--- src/rtl/rfdec_pkg.sv ---
package rfdec_pkg;
  localparam int RF_NUM_REGS = 8;
  localparam int RF_IDX_W    = $clog2(RF_NUM_REGS);
  localparam int RF_ID_W     = RF_IDX_W + 1;
  localparam int RF_DATA_W   = 32;
  localparam int RF_SP_INDEX = 4;

  typedef logic [RF_ID_W-1:0]   regId_t;
  typedef logic [RF_DATA_W-1:0] word_t;

  localparam regId_t RF_NONE = regId_t'(RF_NUM_REGS);
  localparam regId_t RF_SP   = regId_t'(RF_SP_INDEX);

  typedef enum logic [3:0] {
    OP_HALT    = 4'd0,
    OP_NOP     = 4'd1,
    OP_MOVE_RR = 4'd2,
    OP_MOVE_IR = 4'd3,
    OP_STORE   = 4'd4,
    OP_LOAD    = 4'd5,
    OP_ARITH   = 4'd6,
    OP_JUMP    = 4'd7,
    OP_CALL    = 4'd8,
    OP_RETURN  = 4'd9,
    OP_PUSH    = 4'd10,
    OP_POP     = 4'd11
  } opClass_t;

  // Strobes from port selection to the register bank
  typedef struct packed {
    regId_t rdX;
    regId_t rdY;
    regId_t wrAlu;
    regId_t wrMem;
    logic   wrAluEn;
    logic   wrMemEn;
  } rfStrobes_t;
endpackage

--- src/rtl/rfdec_ctrl.sv ---
module rfdec_ctrl
  import rfdec_pkg::*;
(
  input  logic [3:0]  opClass,
  input  regId_t      regFirst,
  input  regId_t      regSecond,
  output rfStrobes_t  strobes
);
  regId_t selX, selY, selAlu, selMem;

  always_comb begin
    selX   = RF_NONE;
    selY   = RF_NONE;
    selAlu = RF_NONE;
    selMem = RF_NONE;
    case (opClass)
      OP_MOVE_RR: begin selX = regFirst; selAlu = regSecond; end
      OP_MOVE_IR: begin selAlu = regSecond; end
      OP_STORE:   begin selX = regFirst; selY = regSecond; end
      OP_LOAD:    begin selY = regSecond; selMem = regFirst; end
      OP_ARITH:   begin selX = regFirst; selY = regSecond; selAlu = regSecond; end
      OP_CALL:    begin selY = RF_SP; selAlu = RF_SP; end
      OP_RETURN:  begin selX = RF_SP; selY = RF_SP; selAlu = RF_SP; end
      OP_PUSH:    begin selX = regFirst; selY = RF_SP; selAlu = RF_SP; end
      OP_POP:     begin selX = RF_SP; selY = RF_SP; selAlu = RF_SP; selMem = regFirst; end
      default:    ;
    endcase
  end

  always_comb begin
    strobes.rdX     = selX;
    strobes.rdY     = selY;
    strobes.wrAlu   = selAlu;
    strobes.wrMem   = selMem;
    strobes.wrAluEn = (selAlu < RF_NONE);
    strobes.wrMemEn = (selMem < RF_NONE);
  end
endmodule

--- src/rtl/rfdec_datapath.sv ---
module rfdec_datapath
  import rfdec_pkg::*;
(
  input  logic       clk,
  input  logic       rst_n,
  input  rfStrobes_t strobes,
  input  word_t      aluData,
  input  word_t      memData,
  output word_t      readX,
  output word_t      readY
);
  word_t regs [RF_NUM_REGS];

  for (genvar i = 0; i < RF_NUM_REGS; i++) begin : g_reg
    logic hitAlu, hitMem;
    assign hitAlu = strobes.wrAluEn && (strobes.wrAlu == regId_t'(i));
    assign hitMem = strobes.wrMemEn && (strobes.wrMem == regId_t'(i));

    // Memory port has priority on a shared target
    always_ff @(posedge clk or negedge rst_n) begin
      if (!rst_n)      regs[i] <= '0;
      else if (hitMem) regs[i] <= memData;
      else if (hitAlu) regs[i] <= aluData;
    end
  end

  function automatic word_t pick(input regId_t id);
    if (id < RF_NONE) return regs[id[RF_IDX_W-1:0]];
    return '0;
  endfunction

  always_comb begin
    readX = pick(strobes.rdX);
    readY = pick(strobes.rdY);
  end
endmodule

--- src/rtl/rfdec_top.sv ---
module rfdec_top
  import rfdec_pkg::*;
(
  input  logic        clk,
  input  logic        rst_n,
  input  logic [3:0]  opClass,
  input  logic [3:0]  regFirst,
  input  logic [3:0]  regSecond,
  input  logic [31:0] aluResult,
  input  logic [31:0] memResult,
  output logic [3:0]  readAddrX,
  output logic [3:0]  readAddrY,
  output logic [3:0]  wrAluAddr,
  output logic [3:0]  wrMemAddr,
  output logic [31:0] readDataX,
  output logic [31:0] readDataY
);
  rfStrobes_t strobes;

  rfdec_ctrl u_ctrl (
    .opClass   (opClass),
    .regFirst  (regFirst),
    .regSecond (regSecond),
    .strobes   (strobes)
  );

  rfdec_datapath u_dp (
    .clk     (clk),
    .rst_n   (rst_n),
    .strobes (strobes),
    .aluData (aluResult),
    .memData (memResult),
    .readX   (readDataX),
    .readY   (readDataY)
  );

  assign readAddrX = strobes.rdX;
  assign readAddrY = strobes.rdY;
  assign wrAluAddr = strobes.wrAlu;
  assign wrMemAddr = strobes.wrMem;
endmodule

--- config.mk ---
export PLATFORM = sky130hd
export DESIGN_NAME = rfdec_top
export DESIGN_NICKNAME = d
export VERILOG_FILES = /design/src/rtl/rfdec_pkg.sv /design/src/rtl/rfdec_ctrl.sv /design/src/rtl/rfdec_datapath.sv /design/src/rtl/rfdec_top.sv
export SDC_FILE = /design/constraint.sdc
export NUM_CORES = 1
export LEC_CHECK = 0
export ABC_AREA = 0
export ABC_CLOCK_PERIOD_IN_PS = 6460
export BUFFER_PORTS_ARGS = -buffer_cell sky130_fd_sc_hd__buf_2
export CAP_MARGIN = 30
export CELL_PAD_IN_SITES_DETAIL_PLACEMENT = 1
export CELL_PAD_IN_SITES_GLOBAL_PLACEMENT = 2
export CORE_MARGIN = 2
export CORE_UTILIZATION = 41
export DETAILED_ROUTE_END_ITERATION = 8
export HOLD_SLACK_MARGIN = 0.1
export PLACE_DENSITY_LB_ADDON = 0.15
export SLEW_MARGIN = 15
export SYNTH_ARGS = -nofsm -noshare
export SYNTH_HDL_FRONTEND = slang
export SYNTH_HIERARCHICAL = 1
export SYNTH_SLANG_ARGS = --single-unit
--- constraint.sdc ---
create_clock -name clk -period 6.46 [get_ports clk]
set_clock_uncertainty 0.15 [all_clocks]
set_input_delay 0.969 -clock clk [delete_from_list [all_inputs] [get_ports clk]]
set_output_delay 0.969 -clock clk [all_outputs]
set_load 0.02 [all_outputs]
**Word-level counts from Yosys, hierarchy flattened**

Index checks and enable logic that the tools add are counted.
W data, S select, Z words.

- Register bits: 256
- Bits in latches: 0
- Memory bits (writable): 0
- Bits in read-only memories: 0
- Bits of input ports: 78
- Output and inout bits: 80
- Logic and storage cells: 103
- Memories kept: 0

- $add $sub $neg: 0
- Multipliers: 0
- Divide/modulo/power cells: 0
- Magnitude comparators: 6
- Eq/ne operators: 23
- Shift-type cells: 0
- Muxes and demuxes: 32
- Bitwise gates (word level): 2
- Reduce and logical (&&, ||, !) cells: 32

Operators by type and width:

| kind | count |
|---|---|
| $mux W32 | 24 |
| $bmux W32 S3 | 2 |
| $eq A4 B3 Y1 const B | 11 |
| $eq A4 B2 Y1 const B | 6 |
| $pmux W4 S2 | 3 |
| $eq A4 B4 Y1 const B | 4 |
| $logic_and A1 B1 Y1 | 16 |
| $lt A4 B4 Y1 const B | 4 |
| $reduce_bool A2 Y1 | 8 |
| $eq A4 B1 Y1 const B | 2 |
| $ge A4 B4 Y1 const B | 2 |
| $logic_not A4 Y1 | 2 |
| $not A3 Y4 | 2 |
| $reduce_or A4 Y1 | 2 |
| $reduce_or A3 Y1 | 2 |
| $mux W4 | 1 |
| $reduce_or A2 Y1 | 2 |
| $mux W1 | 2 |

**Longest topological paths before layout**

Gate-level depths: netlist of run 1.

- Depth after elaboration: 9
- Mapped depth: 9
- Depth with buffers taken out: 5

**By module**

Netlist of run 1, hierarchy kept.

By module, submodules not included:

| module | times used | cells an instance | area an instance (um^2) |
|---|---|---|---|
| rfdec_datapath | 1 | 1929 | 17514.3 |
| rfdec_ctrl | 1 | 39 | 240.2 |

**Least setup slack after synthesis of run 1**

No wires, ideal clock.

- Path type: input to output
- Start point: input opClass[3]
- End point: output readDataY[0]
- Data arrival time: 2860 ps
- Path slack: 2481 ps
- Stages on the path: 8
- Path buffers: 3
- Cells stage by stage: buf_2 -> nor2b_1 -> and3_1 -> buf_2 -> buf_4 -> mux4_2 -> mux2i_1 -> nor2_1

- Word-level cells in the longest chain between the ends: 9

Ends and longest elaborated chain:

| element | line | RTL |
|---|---|---|
| start, declared | rfdec_top.sv:6 | `input logic [3:0] opClass,` |
| $eq A4 B4 Y1 / $eq A4 B3 Y1 (equally long branches) | rfdec_ctrl.sv:16 | `case (opClass)` |
| $reduce_or A4 Y1 (no source line) / $reduce_or A3 Y1 (equally long branches) | - |  |
| $pmux W4 S2 * | rfdec_ctrl.sv:16 |  |
| via readAddrY[0] | rfdec_top.sv:12 | `output logic [3:0] readAddrY,` |
| $not A3 Y4 (implied by the code) | rfdec_datapath.sv:28 | `if (id < RF_NONE) return regs[id[RF_IDX_W-1:0]];` |
| $bmux W32 S3 | rfdec_datapath.sv:28 |  |
| $mux W32 (implied by the code) (2 in a row) | rfdec_datapath.sv:28 |  |
| $mux W32 | rfdec_datapath.sv:28 |  |
| $mux W32 * | rfdec_datapath.sv:29 | `return '0;` |
| end, declared | rfdec_top.sv:16 | `output logic [31:0] readDataY` |

The timed path passes the listed nets; every way through them passes the cells marked *. The select of a mux whose other input is x is not followed.

**Final worst setup path of run 1**

- Start point: input opClass[2]
- End point: output readDataY[9]

- Word-level cells in the longest chain between the ends: 9

Ends and longest elaborated chain:

| element | line |
|---|---|
| $eq A4 B4 Y1 / $eq A4 B3 Y1 (equally long branches) | rfdec_ctrl.sv:16 |
| $reduce_or A4 Y1 (no source line) / $reduce_or A3 Y1 (equally long branches) | - |
| $pmux W4 S2 * | rfdec_ctrl.sv:16 |
| $not A3 Y4 (implied by the code) | rfdec_datapath.sv:28 |
| $bmux W32 S3 | rfdec_datapath.sv:28 |
| $mux W32 (implied by the code) (2 in a row) | rfdec_datapath.sv:28 |
| $mux W32 | rfdec_datapath.sv:28 |
| $mux W32 * | rfdec_datapath.sv:29 |

Every way passes the cells marked *; elsewhere a longest branch is shown, timed or not. The select of a mux whose other input is x is not followed.

==> summary.md, run 1 <==
| Metric | Value |
|---|---|
| Pint | `between 3 and 4 mW` |
| Largest family of logic cells by synthesized area | `simple AND/OR/NAND/NOR gates` |
| Final Core Density | `0.465` |
| Synth-to-Final Area Change | `12.3%` |
| Reg clk slew, reported paths | `0.06 ns` |
| Cell Pwr Density | `around 260 mW/mm2` |
| Slowest library cell on the worst path | `and3_4` |
| H-tree Lvls | `2` |
| Tot Pwr | `approximately 5.3 mW` |
| Mux share of post-synthesis cell area | `0.198` |
| Slew Viols, Final | `0` |
| Slew HR | `0.302` |
| Max-cap viol count | `0` |
| Sequential-to-total area share from yosys stat | `0.361` |
| Synth Register Bits | `~260` |
| Worst path max stage delay | `about 0.72 ns` |
| First-pass GRT wire length | `~120,000 um` |
| Syn Area/Cell | `around 9 um2` |
| Worst Path Required | `5.34 ns` |
| Initial DRC Count | `~1,500` |
| Ports | `158` |
| Layout cells sized above 1 | `0.215` |
| Port bufs | `approximately 160` |
| Drt total wl | `roughly 78,000 um` |
| Synth cell types | `38` |
| Crit path max-delay family | `simple AND/OR/NAND/NOR gates` |
| Critical-path maximum fanout | `27` |
| Initial antenna violation count | `3` |
| Die area | `~0.045 mm2` |
| CTS tree | `built` |
| Core ar. | `roughly 0.043 mm2` |
| Most common cell on crit path | `buf_2` |
| Crit-path cells | `buf_2, nor2b_1, and3_4, buf_4, mux4_2, mux2i_1, nor2_1, buf_2` |
| Min Tclk post-route | `between 4 and 5 ns` |
| Worst-skew pair later-pin latency | `roughly 0.55 ns` |
| Dpl hpwl | `between 40,000 and 50,000 um` |
| Reg power frac | `0.393` |
| Synthesized Nets | `approximately 2,000` |
| Die height | `around 210 um` |
| Most frequent cells in the layout | `nor3_1, a31oi_1, dfrtp_1` |
| Final setup vio count | `0` |
| Crit path capture type | `primary output` |
| Compound-Gate Fraction of Synth Area | `0.167` |
| Combinational power share | `0.234` |
| Synthesized area | `0.0178 mm2` |
| GR Overflow Total | `0` |
| Slew @ Worst Pin | `1.05 ns` |
| Syn Inst Count | `about 2,000` |
| Vias in the first global route | `between 15,000 and 20,000` |
| Cell Rows | `76` |
| Period utilization | `0.746` |
| Die Width | `~210 um` |
| Post-synth EDFFs | `0` |
| Top FF cell, synth | `dfrtp_1` |
| CP Class | `input pin to primary output` |
| Bufs on Longest Clock Path | `3` |
| Top reg by flops | `u_dp/regs` |
| Drt pass-1 iters | `5` |
| Warnings from Yosys | `6` |
| Largest cells by area after synthesis | `dfrtp_1, mux4_2, a31oi_1, nor3_1, o21ai_0` |
| Fin Hold WS | `between 0.2 and 0.3 ns` |
| Wire length per cell | `~30 um` |
| Leakage | `7.66 nW` |
| CTS buffer count | `34` |
| Fmax | `approximately 0.21 GHz` |
| Post-Synth Simple-Gate Area | `0.203` |
| Top flop regs | `u_dp/regs x256` |
| Clk pwr share | `0.374` |
| Yosys top cell by area | `dfrtp_1` |
| Xor and xnor area share after synthesis | `0` |
| Vias/cell | `~7` |
| Total net switching power | `around 1.7 mW` |
| Asr flop ratio synth | `1.00` |
| Largest register FFs | `about 260` |
| Clk sinks | `between 200 and 300` |
| Arr. time, crit path | `about 3.7 ns` |
| Sw Ratio | `0.316` |
| Final Hold Vio Count | `0` |
| Initial Util | `0.414` |
| Critical path launch point type | `input pin` |
| Worst Path Buf+Inv | `3` |
| Number of fill cells | `4,880` |
| Setup bufs post-CTS | `0` |
| DRC | `0` |
| Total Neg Setup Slack | `0 ns` |
| VDD IR max | `around 0.18 mV` |
| RD Place Congestion | `0.801` |
| Via count | `approximately 18,000` |
| Root Buffer | `clkbuf_16` |
| Status | `finished, final reports clean` |
| Adder-cell share of the synthesized area | `0` |
| # hold bufs at CTS | `0` |
| Final ANT Viol Nets | `0` |
| HP Class | `input pin to asynchronous set/reset pin` |
| Post-CTS sizing | `0` |
| GRT Util Overall | `0.350` |
| Unrepaired setup endpoints after global routing | `no` |
| Yosys top cell area share | `0.361` |
| Largest net degree at the start of global routing | `about 160` |
| Final nets | `around 2,000` |
## routing by layer
| layer | track usage | part of all wire |
|---|---|---|
| met5 | 0 | 0.00017 |
| met4 | 0.141 | 0.033 |
| met3 | 0.0567 | 0.076 |
| met2 | 0.571 | 0.47 |
| met1 | 0.467 | 0.42 |
## stage by stage
stage,setup WS [ns],area (um2),instances
after floorplan,2.48,17800,1968
after global placement,1.68,18500,2470
after detailed placement,1.65,18700,2479
after CTS,1.64,19800,2540
after global routing,1.44,19900,2546
final,1.64,19900,2546
## Yosys cell counts, types with 2 or more instances
cell type    n
a21oi_1      3
a31oi_1    258
or2_2        5
buf_6       15
o21ai_0    252
nand2b_1     3
buf_4       15
nor2_1      65
or3b_1       2
nor2b_1      2
and4_1       4
mux4_2     128
or2_1        6
nand2_1    200
and3b_1     65
nand3b_1     4
nand3_1     65
nor3_1     256
and3_1      34
buf_2       22
inv_1        3
o21ai_1      6
buf_1       56
mux2i_1     64
clkbuf_2     2
dfrtp_1    256
clkbuf_1   166
## kinds of logic after synthesis
group,after synthesis
AO/OA/AOI/OAI,525
buffers and inverters,279
flip-flops,256
multiplexers,192
AND/OR/NAND/NOR,716
## final cells by class
type / count / area, um2 / share of cell area
Inverter: 3 / 11.3 / 0.000565
Timing Repair Buffer: 206 / 1450 / 0.0727
Multi-Input combinational cell: 1433 / 10200 / 0.512
Antenna cell: 2 / 5.00 / 0.000251
Clock buffer: 50 / 1010 / 0.0508
Clock inverter: 11 / 111 / 0.00558
Sequential cell: 256 / 6410 / 0.321
Tap cell: 585 / 732 / 0.0367
## power by group through the flow
stage / logic, mW / clock network, mW / registers [mW]
5_1_grt: 1.32 / 2.05 / 2.09
3_3_place_gp: 1.16 / 0 / 2.06
4_1_cts: 1.21 / 1.99 / 2.05
6_report: 1.23 / 1.96 / 2.06
3_5_place_dp: 1.21 / 0 / 2.08
2_1_floorplan: 0.873 / 0 / 1.99
## worst paths after layout
| kind | cells past startpoint | end | startpoint | slack (ns) |
|---|---|---|---|---|
| max in group asynchronous | 2 | u_dp/regs[114]$_DFFE_PN0P_ | rst_n | 4.41 |
| worst max-delay path | 8 | readDataY[9] | opClass[2] | 1.64 |
| worst max register to register | 2 | u_dp/regs[19]$_DFFE_PN0P_ | u_dp/regs[19]$_DFFE_PN0P_ | 5.46 |
| min in group clk | 2 | u_dp/regs[217]$_DFFE_PN0P_ | u_dp/regs[217]$_DFFE_PN0P_ | 0.43 |
| worst min register to register | 2 | u_dp/regs[217]$_DFFE_PN0P_ | u_dp/regs[217]$_DFFE_PN0P_ | 0.43 |
| worst min-delay path | 1 | u_dp/regs[161]$_DFFE_PN0P_ | rst_n | 0.29 |
(Power assumes the default switching activity.)
==> run 2: changes to the inputs <==
Settings changed: ABC_AREA 0 to 1, ABC_CLOCK_PERIOD_IN_PS 6460 to 4970, CORE_UTILIZATION 41 to 32.
Clock period 6.46 ns to 4.97 ns, I/O delays scaled along.
==> summary.md, run 2 <==
| Metric | Value |
|---|---|
| Top reg by flops | `u_dp/regs` |
| Non-Filler Instances | `about 4,000` |
| Met3 GRT Util | `0.0424` |
| Most numerous cell in the Yosys netlist | `nand2_1` |
| CTS buffer count | `37` |
| Status | `finished, final reports clean` |
| Cells after DPL | `around 4,000` |
| Initial DRC Count | `roughly 1,600` |
| Wire length per cell | `24.7 um` |
| Arr. time, crit path | `around 3.1 ns` |
| Final Hold Vio Count | `0` |
| Die height | `248 um` |
| Unrepaired setup endpoints after global routing | `no` |
| Fmax | `around 0.25 GHz` |
| Final setup margin | `about 1 ns` |
| Slew HR | `0.323` |
| Asr flop ratio synth | `1.00` |
| VDD IR max | `about 0.26 mV` |
| Top flop regs | `u_dp/regs x256` |
| Reg power frac | `0.360` |
| Period utilization | `0.803` |
| Drt total wl | `a little over 100,000 um` |
| Dpl hpwl | `slightly above 60,000 um` |
| Synth cell types | `20` |
| Cell Pwr Density | `320 mW/mm2` |
| Commonest non-fill, non-tap cell in the layout | `nand2_1` |
| Via count | `22,700` |
| Vias in the first global route | `between 20,000 and 25,000` |
| Crit path capture type | `primary output` |
| RD Place Congestion | `0.895` |
| Grt met2 use | `0.560` |
| Port bufs | `between 150 and 200` |
| Synthesized Nets | `between 3,000 and 4,000` |
| Most frequent cells in the layout | `nand2_1, nand3_1, inv_1` |
| Max-cap viol count | `0` |
| Clk pwr share | `0.384` |
| Root Buffer | `clkbuf_16` |
| Leakage | `around 12 nW` |
| Drt pass-1 iters | `5` |
| Bufs on Longest Clock Path | `3` |
| GR Overflow Total | `0` |
| Critical-path maximum fanout | `28` |
| Vias/cell | `roughly 5.5` |
| Fin Hold WS | `approximately 0.096 ns` |
| Synth cell count leaders | `nand2_1, nand3_1, inv_1, dfrtp_1, nor2_1` |
| Sequential-to-total area share from yosys stat | `0.338` |
| Initial antenna violation count | `2` |
| DRC | `0` |
| Critical path launch point type | `input pin` |
| Global route hottest layer | `met2` |
| Core ar. | `approximately 0.059 mm2` |
| Met1 Usage GRT | `0.418` |
| Final ANT Viol Nets | `0` |
| Yosys top cell area share | `0.338` |
| Initial Util | `0.323` |
| Die area | `just over 0.06 mm2` |
| Reg clk slew, reported paths | `around 0.06 ns` |
| Slew @ Worst Pin | `~1.0 ns` |
| Final Core Density | `0.372` |
| Warnings from Yosys | `6` |
| Sw Ratio | `0.357` |
| First-pass GRT wire length | `approximately 150,000 um` |
| Cell Rows | `89` |
| Total Neg Setup Slack | `0 ns` |
| Synth Register Bits | `approximately 260` |
| Yosys top cell by area | `dfrtp_1` |
| Largest net degree at the start of global routing | `130` |
| Pint | `approximately 4.5 mW` |
| Syn Inst Count | `about 3,300` |
| Largest cells by area after synthesis | `dfrtp_1, nand2_1, nand3_1, inv_1, nand4_1` |
| HP Class | `input pin to asynchronous set/reset pin` |
| Clk sinks | `approximately 260` |
| Top FF cell, synth | `dfrtp_1` |
| Die Width | `about 250 um` |
| Pre-CTS WS | `about 1.0 ns` |
| Slew Viols, Final | `0` |
| Largest register FFs | `approximately 260` |
| Syn Area/Cell | `between 5 and 6 um2` |
| Synthesized area | `approximately 0.019 mm2` |
| Layout cells sized above 1 | `0.0983` |
| Total net switching power | `about 2.5 mW` |
| # hold bufs at CTS | `0` |
| Final setup vio count | `0` |
| Worst Path Required | `just over 4 ns` |
| Combinational power share | `0.256` |
| Min Tclk post-route | `roughly 4.0 ns` |
| Ports | `around 160` |
| Post-CTS sizing | `0` |
| H-tree Lvls | `2` |
| Final nets | `3,390` |
| GRT Util Overall | `0.330` |
| Synth-to-Final Area Change | `15.4%` |
| CP Class | `input pin to primary output` |
| CTS tree | `built` |
| Setup bufs post-CTS | `0` |
| Post-synth EDFFs | `0` |
| Worst-skew pair later-pin latency | `approximately 0.57 ns` |
[run 2: changes by cell type after synthesis, sizes merged, moves of 11 or more]
cell,delta
a31oi,-258
inv,+355
mux2i,-64
nand2,+1306
nor2,+97
or2,-11
nor3,-256
and3,-34
mux4,-128
nand4,+119
o21ai,-255
nand3,+571
clkbuf,-52
and3b,-66
[run 2: per-stage QoR]
step | power (mW) | area (um2)
final | 7.02 | 21900
after global routing | 7.39 | 21900
after global placement | 4.28 | 20600
after CTS | 7.05 | 21900
after floorplan | 3.66 | 19000
after detailed placement | 4.33 | 20700
[run 2: worst max-delay path: stages]
cell	delay (ns)
buf_2	0.10
inv_1	0.08
nand3_1	0.28
nor2_4	0.08
inv_2	0.61
nand3_1	0.17
nand3_1	0.11
nand2_1	0.05
nor2_1	0.54
buf_2	0.29
[run 2: cell families (layout without fill, tap and decap cells)]
logic type | Yosys count | count (layout) | share of synthesized area
other | 0 | 1 | 0
flip-flops | 256 | 256 | 0.338
AND/OR/NAND/NOR | 2424 | 2424 | 0.540
buffers and inverters | 580 | 651 | 0.120
AO/OA/AOI/OAI | 7 | 7 | 0.00198
[run 2: final timing paths]
| path | start | slack (ns) | endpoint | depth (start not counted) |
|---|---|---|---|---|
| max in group asynchronous | rst_n | 3.46 | u_dp/regs[76]$_DFFE_PN0P_ | 2 |
| max | opClass[3] | 0.98 | readDataY[23] | 10 |
| min in group clk | memResult[15] | 0.26 | u_dp/regs[175]$_DFFE_PN0P_ | 3 |
| max reg2reg | u_dp/regs[125]$_DFFE_PN0P_ | 4.06 | u_dp/regs[125]$_DFFE_PN0P_ | 2 |
| min | rst_n | 0.1 | u_dp/regs[67]$_DFFE_PN0P_ | 1 |
| min reg2reg | u_dp/regs[196]$_DFFE_PN0P_ | 0.33 | u_dp/regs[196]$_DFFE_PN0P_ | 2 |
[run 2: final cells by class]
type / instances / area (um2)
Inverter: 358 / 1350
Clock inverter: 7 / 38.8
Clock buffer: 58 / 1160
Antenna cell: 1 / 2.50
Fill cell: 7840 / 36900
Timing Repair Buffer: 228 / 1560
Sequential cell: 256 / 6410
Tap cell: 773 / 967
Multi-Input combinational cell: 2431 / 10400
[run 2: per-layer routing]
metal / vias up / wire length [um] / share of wire
met5: - / 0 / 0
met4: 0 / 4610 / 0.045
met3: 258 / 5810 / 0.057
met2: 807 / 48100 / 0.47
met1: 11400 / 43000 / 0.42
li1: 10300 / - / -
[run 2: power groups by stage]
stage	sequential (mW)	combinational [mW]	clock [mW]
2_1_floorplan	2.50	1.16	0
6_report	2.53	1.80	2.69
4_1_cts	2.52	1.79	2.75
3_5_place_dp	2.55	1.78	0
3_3_place_gp	2.55	1.73	0
5_1_grt	2.56	2.02	2.81
==> run 3: changes to the inputs <==
Settings changed: ABC_AREA 1 to 0, ABC_CLOCK_PERIOD_IN_PS 4970 to 3580, CORE_UTILIZATION 32 to 34.
Clock period 4.97 ns to 3.58 ns, I/O delays scaled along.
==> summary.md, run 3 (synthesis results as in run 1) <==
| Metric | Value |
|---|---|
| Initial Util | `0.345` |
| Slowest library cell on the worst path | `mux4_2` |
| Placed Instance Area | `0.0194 mm2` |
| Reg power frac | `0.383` |
| Final setup margin | `about 0.26 ns` |
| Status | `finished, final reports clean` |
| Non-Filler Instances | `between 2,000 and 3,000` |
| Die Width | `~230 um` |
| Initial antenna violation count | `3` |
| Cell Rows | `just over 80` |
| Slew Viols, Final | `0` |
| Synth-to-Final Area Change | `16.0%` |
| Worst Path Buf+Inv | `4` |
| RD Place Congestion | `0.809` |
| CTS buffer count | `35` |
| Fin Hold WS | `approximately 0.15 ns` |
| Worst Path Required | `between 2 and 3 ns` |
| Drt total wl | `approximately 84,000 um` |
| Sw Ratio | `0.316` |
| Crit path max-delay family | `buffers and inverters` |
| Cells after DPL | `between 2,000 and 3,000` |
| Final Cell Area | `between 0.02 and 0.025 mm2` |
| Dpl hpwl | `approximately 49,000 um` |
| CTS tree | `built` |
| Initial DRC Count | `between 1,500 and 2,000` |
| Root Buffer | `clkbuf_16` |
| DRC | `0` |
| Top flop regs | `u_dp/regs x256` |
| ANT cells | `0` |
| Min Tclk post-route | `between 3 and 4 ns` |
| Combinational power share | `0.235` |
| Final ANT Viol Nets | `0` |
| HP Class | `input pin to flop` |
| Total Neg Setup Slack | `0 ns` |
| Pre-CTS WS | `0.275 ns` |
| Crit path capture type | `primary output` |
| Bufs on Longest Clock Path | `3` |
| GR Overflow Total | `0` |
| Worst path max stage delay | `0.49 ns` |
| GRT Util Overall | `0.311` |
| Final setup vio count | `0` |
| Largest net degree at the start of global routing | `between 80 and 90` |
| Max-cap viol count | `0` |
| Arr. time, crit path | `roughly 2.6 ns` |
| Layout cells sized above 1 | `0.232` |
| Slew HR | `0.405` |
| Largest register FFs | `~260` |
| Port bufs | `~160` |
| Total net switching power | `between 3 and 4 mW` |
| Core ar. | `a little over 0.05 mm2` |
| Unrepaired setup endpoints after global routing | `no` |
| CP Class | `input pin to primary output` |
| Ports | `between 150 and 200` |
| Clk sinks | `256` |
| H-tree Lvls | `2` |
| Cell Pwr Density | `roughly 470 mW/mm2` |
| Final Core Density | `0.400` |
| VDD IR max | `~0.26 mV` |
| Reg clk slew, reported paths | `roughly 0.060 ns` |
| Tot Pwr | `approximately 9.8 mW` |
| Die height | `~230 um` |
| Final Hold Vio Count | `0` |
| Critical path launch point type | `input pin` |
| Crit-path cells | `buf_2, or2_2, and4_4, buf_4, buf_4, mux4_2, mux2i_1, nor2_1, buf_2` |
| Leakage | `a little under 8 nW` |
| Vias/cell | `6.64` |
| Fmax | `0.301 GHz` |
| Drt pass-1 iters | `6` |
| Clk pwr share | `0.381` |
| Critical-path maximum fanout | `9` |
| Period utilization | `0.928` |
| Die area | `roughly 0.054 mm2` |
| Vias in the first global route | `around 19,000` |
| Setup bufs post-CTS | `0` |
| Via count | `approximately 18,000` |
| Wire length per cell | `between 30 and 40 um` |
| Slew @ Worst Pin | `0.892 ns` |
| Final nets | `between 2,000 and 2,500` |
| Worst-skew pair later-pin latency | `0.56 ns` |
| Pint | `about 6.7 mW` |
| First-pass GRT wire length | `approximately 130,000 um` |
| Top reg by flops | `u_dp/regs` |
| Most frequent cells in the layout | `nor3_1, a31oi_1, dfrtp_1` |
[run 3: cell types whose count changed in the layout (fill, tap and decap cells not counted), sizes merged, moves of 255 or more]
| cell | previous run | this run |
|---|---|---|
| nand2 | 1506 | 200 |
| nand3 | 636 | 65 |
| nor3 | 0 | 256 |
| a31oi | 0 | 258 |
| inv | 359 | 3 |
| o21ai | 3 | 258 |
[run 3: worst min-delay path, cell delays in order]
cell and delay, ns:
buf_2 0.13, nand3_1 0.06, a31oi_1 0.08
[run 3: power groups by stage]
| stage | Combinational, mW | Sequential (mW) | Clock, mW |
|---|---|---|---|
| 2_1_floorplan | 1.57 | 3.59 | 0 |
| 3_3_place_gp | 2.23 | 3.73 | 0 |
| 3_5_place_dp | 2.29 | 3.76 | 0 |
| 4_1_cts | 2.29 | 3.72 | 3.78 |
| 5_1_grt | 2.48 | 3.79 | 3.88 |
| 6_report | 2.29 | 3.74 | 3.72 |
[run 3: area by class of cell]
cell class / instances / area (um2)
tap: 680 / 851
multi-input combinational: 1433 / 10200
timing repair buffer: 250 / 1910
inverter: 3 / 11.3
clock buffer: 55 / 1100
clock inverter: 7 / 92.6
sequential: 256 / 6410
fill: 5880 / 30900
[run 3: final timing paths]
check                                          start                         end  slack, ns  cells after the start
setup / recovery                          opClass[1]               readDataX[12]       0.26                      9
hold / removal                         aluResult[14]  u_dp/regs[110]$_DFFE_PN0P_       0.15                      3
setup reg to reg           u_dp/regs[98]$_DFFE_PN0P_   u_dp/regs[98]$_DFFE_PN0P_       2.63                      2
hold reg to reg            u_dp/regs[32]$_DFFE_PN0P_   u_dp/regs[32]$_DFFE_PN0P_       0.44                      2
max in group asynchronous                      rst_n  u_dp/regs[199]$_DFFE_PN0P_       1.92                      3
min in group asynchronous                      rst_n  u_dp/regs[161]$_DFFE_PN0P_       0.42                      2
[run 3: per-layer routing]
metal / up-vias / track usage / share of wire / routed length, um
li1: 7405 / - / - / -
met1: 9510 / 0.431 / 0.44 / 37300
met2: 736 / 0.500 / 0.47 / 39200
met3: 162 / 0.0485 / 0.064 / 5420
met4: 4 / 0.0928 / 0.026 / 2200
met5: - / 0 / 0.00026 / 22
[run 3: repair_timing]
item | 4_1_cts | 5_1_grt
resized for setup | 0 | 0
hold buffers | 1 | 0
endpoints found under the hold margin | 70 | 0
